===== src/rtl/csr_perm_check.sv =====
module csr_perm_check #(
  parameter int         HPM_TOP  = 31,
  parameter logic [11:0] ID_BASE = 12'hF11,
  parameter int         ID_COUNT = 4
) (
  input  logic [11:0] csr_addr,
  input  logic [1:0]  op_kind,
  input  logic        src_nonzero,
  output logic        csr_defined,
  output logic        raise_exc
);
  localparam logic [4:0]  TOP5   = 5'(HPM_TOP);
  localparam logic [11:0] ID_END = ID_BASE + 12'(ID_COUNT - 1);

  logic [4:0] idx;
  logic       hpm_ok, id_hit, user_hit, mcnt_hit, mevt_hit, men_hit;
  logic       wr_intent, ro_space;

  assign idx    = csr_addr[4:0];
  assign hpm_ok = (idx >= 5'd3) && (idx <= TOP5);

  assign id_hit   = (csr_addr >= ID_BASE) && (csr_addr <= ID_END);
  assign user_hit = (csr_addr[11:8] == 4'hC) && (csr_addr[6:5] == 2'b00) && (idx <= TOP5);
  assign mcnt_hit = (csr_addr[11:8] == 4'hB) && (csr_addr[6:5] == 2'b00) && hpm_ok;
  assign mevt_hit = (csr_addr[11:5] == 7'b0011001) && hpm_ok;
  assign men_hit  = (csr_addr == 12'h306);

  assign csr_defined = id_hit | user_hit | mcnt_hit | mevt_hit | men_hit;

  assign wr_intent = (op_kind == 2'b01) | (op_kind[1] & src_nonzero);
  assign ro_space  = (csr_addr[11:10] == 2'b11);

  assign raise_exc = ~csr_defined | (wr_intent & ro_space);
endmodule



===== config.mk =====
export PLATFORM = sky130hd
export DESIGN_NAME = csr_perm_check
export DESIGN_NICKNAME = d
export VERILOG_FILES = /design/src/rtl/csr_perm_check.sv
export SDC_FILE = /design/constraint.sdc
export NUM_CORES = 1
export LEC_CHECK = 0
export BUFFER_PORTS_ARGS = -buffer_cell sky130_fd_sc_hd__buf_2
export CORE_AREA = 5 5 42 44
export DETAILED_ROUTE_END_ITERATION = 8
export DIE_AREA = 0 0 47 49
export PLACE_DENSITY_LB_ADDON = 0.05
export SLEW_MARGIN = 0
export SYNTH_ARGS = -nofsm -noshare
export SYNTH_HDL_FRONTEND = slang
export SYNTH_SLANG_ARGS = --single-unit

===== constraint.sdc =====
create_clock -name vclk -period 2.91
set_clock_uncertainty 0.05 [all_clocks]
set_input_delay 0.291 -clock vclk [all_inputs]
set_output_delay 0.291 -clock vclk [all_outputs]
set_load 0.02 [all_outputs]

==> qor.csv, run 1 <==
metric,value,unit
n_sequential_cell,0,
synth_cell_types,16,
synth_cells,20,
fmax,0.5619,GHz
fin_area,246.5,µm²
dpl-instance-area,246.5,µm²
hpwl,522.3,µm
grtUsageTotal,4.351,%
seq_area,0,µm²
grt_pass1_vias,187,
ir_worst_vdd,0.00001746,V
power.density,106.4,mW/mm²
grt_overflow_total,0,
io_pins,17,
endpoint_kind,output port,
rsz0062_at_grt,no,
period_needed,1780,ps
worstPathArrival,1440,ps
via_per_inst,4.132,
drive_gt1_share,56.76,%
syn2layout_area_growth,74.34,%
cts_hold_buf,0,
dieArea,0.002303,mm²
wl_per_cell,10.62,µm
drc,0,
antenna_left,0,
status,"finished, final reports clean",
place_inst,53,
p_leak,0.1077,nW
antenna_found_initial,0,
setup_viol,0,
fin_crit_sh,61.16,%
num_vias,219,
synth_commonest_cells,"3 x nand2_1, 3 x nor2_1",
start_kind,primary input,
synth_top_cell_by_area,and4bb_2,
hp-class,primary input to output port,
setup-tns-final,0,ps
drv_slew,0,
post_cts_resized,0,
n_antenna_cell,0,
avgSynthCellArea,7.069,µm²
start_util,10.09,%
mostFrequentLayoutCell,buf_2,
synth_area,141.4,µm²
drt_wl_total,563,µm
cap_violations,0,
fp.coreArea,0.001401,mm²
worst-slew-pin-transition,219.0,ps
instances_no_fill,53,
critical_path_class,primary input to output port,
worstPathRequired,2570,ps
syn-num-nets,35,
grt_pass1_wl,807,µm
io_buffers,17,
synth_top_area_share,8.850,%
yosys_warnings,0,
die_h,49,µm
grt_max_degree,5,
firstDrtPassIters,2,
routabilityCongestion,0.6369,
hold_ws,958.9,ps
die_w,47,µm
final_cell_mix,"17 x buf_2, 3 x nand2_1, 3 x nor2_1",
post_cts_buffers,0,
drt_iter0_drc,1,
final_nets,54,
num_rows,14,
relSlewSlack,85.33,%
ys_seq_area_share,0,%
critPathMaxFanout,4,
finalHoldViolCount,0,
synthTopCellsByArea,"and4bb_2 8.8%, nor4_2 8.8%, a2111o_1 8.0%",
n_clock_buffer,0,
==> area by class of cell <==
type	instances	area [µm²]
well taps	16	20.02
fillers	183	1155
multi-input cells	20	141.4
repair buffers	17	85.08
==> power by group <==
| part | total (mW) | internal [mW] | switching (mW) | leakage, nW |
|---|---|---|---|---|
| Sequential | 0 | 0 | 0 | 0 |
| Combinational | 0.0262 | 0.0138 | 0.0124 | 0.108 |
| Clock | 0 | 0 | 0 | 0 |
==> per-stage QoR <==
step / utilization (%) / total power, mW / setup WS, ps
after global placement: 17.59 / 0.02594 / 1141
after detailed placement: 17.59 / 0.02651 / 1116
after CTS: 17.59 / 0.02665 / 1116
after floorplan: - / 0.01018 / 1311
after global routing: 17.59 / 0.02909 / 1024
final: 17.59 / 0.02622 / 1130
==> cells by family (layout without fill, tap and decap cells) <==
group,Yosys count,in the layout,share of synthesized area [%]
AND/OR/NAND/NOR,12,12,53.98
AO/OA/AOI/OAI,6,6,32.75
XOR/XNOR,1,1,6.196
multiplexers,1,1,7.080
buffers and inverters,0,17,0
==> layer usage <==
metal  vias up  GRT usage [%]  part of all wire (%)
met5         -              0                     0
li1        114              -                     -
met1        95          6.522                    43
met4         0              0                     0
met3         0         0.7380                    14
met2        10          6.787                    43
==> path summary, 6_finish.rpt <==
| path | startpoint | to | slack, ps | cells after the start |
|---|---|---|---|---|
| max | csr_addr[5] | csr_defined | 1130 | 6 |
| min | csr_addr[6] | csr_defined | 960 | 4 |
==> critical path, cell delays in order <==
cell and delay, ps:
buf_2 120, nor4_2 250, nand2_1 80, a2111o_1 420, o21ai_0 90, buf_2 190
No activity file was read; power rests on OpenSTA's default activity.
==> run 2, diff against run 1 <==
--- a/config.mk
+++ b/config.mk
@@ -5,6 +5,7 @@
 export SDC_FILE = /design/constraint.sdc
 export NUM_CORES = 1
 export LEC_CHECK = 0
+export ABC_AREA = 1
 export BUFFER_PORTS_ARGS = -buffer_cell sky130_fd_sc_hd__buf_2
 export CORE_AREA = 5 5 42 44
 export DETAILED_ROUTE_END_ITERATION = 8
==> constraint.sdc (replaced) <==
create_clock -name vclk -period 1.6
set_clock_uncertainty 0.05 [all_clocks]
set_input_delay 0.16 -clock vclk [all_inputs]
set_output_delay 0.16 -clock vclk [all_outputs]
set_load 0.02 [all_outputs]
==> qor.csv, run 2 <==
metric,value,unit,change
share_seq_of_total_power,0,%,unchanged
top_layer_used,met3,,
power.total,0.05372,mW,+100%
grt_pass1_wl,910,µm,+13%
antenna_left,0,,unchanged
die_h,49,µm,unchanged
grt_overflow_total,0,,unchanged
hp-class,primary input to output port,,
slowest_delay,150,ps,-270 ps
wl_met2,302,µm,+24%
n_antenna_cell,0,,unchanged
grt_pass1_vias,241,,+29%
drt_iter0_drc,5,,+4
post_cts_resized,0,,unchanged
drt-met1-wl,269,µm,+11%
mostFrequentLayoutCell,buf_2,,
relSlewSlack,86.31,%,+0.98 points
crit_path_cell_trace,buf_2 -> nor2_2 -> inv_1 -> nor3_2 -> nand3_1 -> nand3_2 -> nand2_2 -> buf_2,,
cp.depth,8,,+2
wl_per_cell,8.493,µm,-20%
synth_cells,40,,+100%
via_per_inst,3.808,,-7.8%
fin_crit_sh,73.64,%,
hpwl,588.2,µm,+13%
critPathTopFamily,simple AND/OR/NAND/NOR gates,,
finalHoldViolCount,0,,unchanged
dieArea,0.002303,mm²,unchanged
seq_area,0,µm²,unchanged
power.density,180.4,mW/mm²,+70%
setup-tns-final,0,ps,unchanged
critPathMaxFanout,2,,-2
firstDrtPassIters,3,,+1
endpoint_kind,output port,,
power.switching,0.02947,mW,+140%
status,"finished, final reports clean",,
final_cell_mix,"17 x buf_2, 14 x nand2_1, 7 x inv_1",,
drt_wl_total,620,µm,+10%
io_pins,17,,unchanged
synth_cell_types,14,,-2
n_sequential_cell,0,,unchanged
synthTopCellsByArea,"nand2_1 27%, inv_1 14%, nor3_2 10%",,
fp.coreArea,0.001401,mm²,unchanged
synth_top_cell_by_area,nand2_1,,
drv_slew,0,,unchanged
num_rows,14,,unchanged
n_clock_buffer,0,,unchanged
multi_input_area,166.4,µm²,+18%
worst-slew-pin-transition,203.8,ps,-15.27 ps
syn2layout_area_growth,54.55,%,
grt_max_degree,5,,unchanged
worstPathRequired,1390,ps,-1180 ps
num_vias,278,,+27%
crit_path_start,csr_addr[5],,
synth_commonest_cells,"14 x nand2_1, 7 x inv_1, 4 x nor2_1",,
rsz0062_at_grt,no,,
ys_seq_area_share,0,%,unchanged
drive_gt1_share,40.35,%,-16 points
fmax,0.8487,GHz,
synthMostInstantiatedCell,nand2_1,,
synth_top_area_share,27.27,%,+18 points
antenna_found_initial,0,,unchanged
cap_violations,0,,unchanged
io_buffers,17,,unchanged
ir_worst_vdd,0.00004483,V,+160%
clock_power_share,0,%,unchanged
yosys_warnings,0,,unchanged
setup_slack,421.7,ps,-708.7 ps
grtUsageTotal,4.912,%,+0.56 points
final_nets,74,,+37%
syn-num-nets,55,,+57%
p_leak,0.1701,nW,+58%
post_cts_buffers,0,,unchanged
hold_path_depth,4,,unchanged
pre_cts_ws,399.4,ps,-716.5 ps
start_kind,primary input,,
combPwrFrac,100.0,%,about the same
fill_cells,187,,+2.2%
die_w,47,µm,unchanged
period_needed,1178,ps,
fin_area,297.8,µm²,+21%
setup_viol,0,,unchanged
cpMostUsedCell,buf_2,,
wl_met3,48,µm,-38%
critical_path_class,primary input to output port,,
routabilityCongestion,0.6566,,+3.1%
p_int,0.02424,mW,+76%
cts_hold_buf,0,,unchanged
cp_slowest_cell,buf_2,,
dpl-instance-area,297.8,µm²,+21%
synth_area,192.7,µm²,+36%
start_util,13.75,%,+3.7 points
path_buf_inv,3,,+1
avgSynthCellArea,4.817,µm²,-32%
worstPathArrival,970,ps,-470 ps
drc,0,,unchanged
switching_share,54.87,%,+7.4 points
crit_path_end,raise_exc,,
run 2: changes by cell type in the layout (fill, tap and decap cells not counted), sizes merged, moves of 3 or more:
cell | before | now
nand3 | 0 | 3
nor3 | 1 | 4
inv | 0 | 7
nor2 | 3 | 6
nand2 | 3 | 15
run 2: cells by family (layout without fill, tap and decap cells):
kind of cell,count (synthesis),after routing,synth area share (%)
simple gates,30,30,78.57
buf+inv,7,24,13.64
compound gates,3,3,7.785
run 2: area by class of cell:
cell class,count,area share (%)
tap,16,6.723
timing repair buffer,17,28.57
inverter,7,8.824
multi-input combinational,33,55.88
run 2: power groups by stage:
stage	Sequential [mW]	Clock [mW]	Combinational, mW
after floorplan	0	0	0.0240
after global placement	0	0	0.0551
after detailed placement	0	0	0.0546
after CTS	0	0	0.0548
after global routing	0	0	0.0618
final	0	0	0.0537
run 2: per-layer routing:
| metal | up-vias | global-route usage, % |
|---|---|---|
| met1 | 107 | 7.174 |
| met2 | 10 | 8.371 |
| met5 | - | 0 |
| li1 | 161 | - |
| met4 | 0 | 0 |
| met3 | 0 | 0 |
run 2: worst min-delay path by stage:
stage,startpoint,to
6_report,op_kind[0],raise_exc
5_1_grt,op_kind[0],raise_exc
4_1_cts,op_kind[0],raise_exc
3_5_place_dp,op_kind[0],raise_exc
3_3_place_gp,op_kind[0],raise_exc
2_1_floorplan,op_kind[1],raise_exc
run 2: through the flow:
stage | cells | utilization (%) | hold slack [ps]
global placement | 73 | 21.25 | 660.2
global route | 73 | 21.25 | 667.5
CTS | 73 | 21.25 | 650.8
finish | 73 | 21.25 | 642.7
detailed placement | 73 | 21.25 | 650.8
floorplan | 40 | - | 458.1
==> run 3, diff against run 2 <==
--- a/config.mk
+++ b/config.mk
@@ -5,7 +5,7 @@
 export SDC_FILE = /design/constraint.sdc
 export NUM_CORES = 1
 export LEC_CHECK = 0
-export ABC_AREA = 1
+export ABC_AREA = 0
 export BUFFER_PORTS_ARGS = -buffer_cell sky130_fd_sc_hd__buf_2
 export CORE_AREA = 5 5 42 44
 export DETAILED_ROUTE_END_ITERATION = 8
==> constraint.sdc (replaced) <==
create_clock -name vclk -period 1
set_clock_uncertainty 0.05 [all_clocks]
set_input_delay 0.1 -clock vclk [all_inputs]
set_output_delay 0.1 -clock vclk [all_outputs]
set_load 0.02 [all_outputs]
==> qor.csv, run 3 (synthesized netlist as in run 1, its figures left out) <==
metric,value,unit,change
status,"finished, violations left",,
violations,setup timing,,
slowest_delay,440,ps,+290 ps
cp_slowest_cell,a2111o_1,,
fin_crit_sh,137.8,%,
setup-tns-final,-704.1,ps,-704.1 ps
share_seq_of_total_power,0,%,unchanged
cts_hold_buf,0,,unchanged
p_int,0.08099,mW,+230%
rsz0062_at_grt,yes,,
num_rows,14,,unchanged
p_leak,0.1740,nW,+2.3%
hold_path_depth,4,,unchanged
power.switching,0.04527,mW,+54%
num_vias,250,,-10%
via_per_inst,4.032,,+5.9%
fp.coreArea,0.001401,mm²,unchanged
gr-usage-met1,7.174,%,unchanged
dieArea,0.002303,mm²,unchanged
combPwrFrac,100.0,%,about the same
place_inst,61,,-16%
dpl-instance-area,319.1,µm²,+7.1%
pre_cts_ws,-389.1,ps,-788.5 ps
worstPathArrival,1230,ps,+260 ps
hold_ws,599.7,ps,-43.03 ps
hpwl,546.9,µm,-7.0%
final_cell_mix,"10 x buf_2, 8 x buf_4, 6 x buf_6",,
hp-class,primary input to output port,,
die_h,49,µm,unchanged
worst-slew-pin-transition,288.1,ps,+84.37 ps
fin_area,386.6,µm²,+30%
finalHoldViolCount,0,,unchanged
grtUsageTotal,4.772,%,-0.14 points
wl_per_cell,9.629,µm,+13%
drt_iter0_drc,2,,-3
utilization,27.59,%,+6.3 points
crit_path_start,csr_addr[5],,
grt_pass1_wl,924,µm,+1.5%
instances_no_fill,62,,-15%
power.density,326.6,mW/mm²,+81%
worstPathRequired,850,ps,-540 ps
endpoint_kind,output port,,
ir_worst_vdd,0.00008426,V,+88%
io_buffers,17,,unchanged
mostFrequentLayoutCell,buf_2,,
start_kind,primary input,,
setup_slack,-378.1,ps,-799.8 ps
critPathMaxFanout,4,,+2
drv_slew,0,,unchanged
fmax,0.7256,GHz,
n_antenna_cell,0,,unchanged
relSlewSlack,80.70,%,-5.6 points
busiest_layer,met2,,
antenna_found_initial,0,,unchanged
die_w,47,µm,unchanged
min_from,csr_addr[5],,
n_sequential_cell,0,,unchanged
antenna_left,0,,unchanged
crit_path_cell_trace,buf_8 -> nor4_4 -> nand2_1 -> a2111o_1 -> o31a_1 -> buf_6,,
cap_violations,0,,unchanged
grt_pass1_vias,258,,+7.1%
switching_share,35.85,%,-19 points
grt_util_met2,7.919,%,-0.45 points
start_util,10.09,%,-3.7 points
drive_gt1_share,69.57,%,+29 points
io_pins,17,,unchanged
critical_path_class,primary input to output port,,
final_nets,63,,-15%
grt_overflow_total,0,,unchanged
seq_area,0,µm²,unchanged
drt_wl_total,597,µm,-3.7%
power.total,0.1263,mW,+140%
setup_viol,2,,+2
n_clock_buffer,0,,unchanged
period_needed,1378,ps,
routabilityCongestion,0.6434,,-2.0%
grtUsageMet3,0,%,unchanged
syn2layout_area_growth,173.5,%,
firstDrtPassIters,2,,-1
fill_cells,162,,-13%
drc,0,,unchanged
clock_power_share,0,%,unchanged
grt_max_degree,5,,unchanged
==> run 3: cell count changes in the layout (fill, tap and decap cells not counted), sizes merged, moves of 3 or more <==
cell,change
nand2,-12
buf,+9
inv,-7
nand3,-3
nor2,-3
nor3,-3
==> run 3: final timing paths <==
path / endpoint / slack, ps
worst max-delay path: raise_exc / -380
worst min-delay path: raise_exc / 600
==> run 3: power by group through the flow <==
stage	clock network, mW	registers [mW]	logic (mW)
floorplan	0	0	0.0319
global placement	0	0	0.102
detailed placement	0	0	0.103
CTS	0	0	0.123
global route	0	0	0.137
finish	0	0	0.126
==> run 3: routing by layer <==
layer	share of wire (%)	wire, µm	vias to the layer above
met4	0	0	0
li1	-	-	133
met5	0	0	-
met1	42	248	106
met2	47	282	11
met3	11	66	0
==> run 3: cell type report <==
| cell class | count | area, µm² | area share, % |
|---|---|---|---|
| Multi-Input combinational cell | 20 | 158.9 | 41.10 |
| Tap cell | 16 | 20.02 | 5.178 |
| Timing Repair Buffer | 26 | 207.7 | 53.72 |
==> run 3: timing repair <==
| action | CTS | global route |
|---|---|---|
| setup endpoints to repair | 2 | 2 |
| gates resized for setup | 13 | 3 |
| pin swaps | 4 | 2 |
| setup buffers | 1 | 0 |
==> run 3: critical path, delay by kind of cell <==
kind	cells	cell delay, ps
AOI/OAI and AO/OA	2	570
and+or+nand+nor	2	320
buffers and inverters	2	230
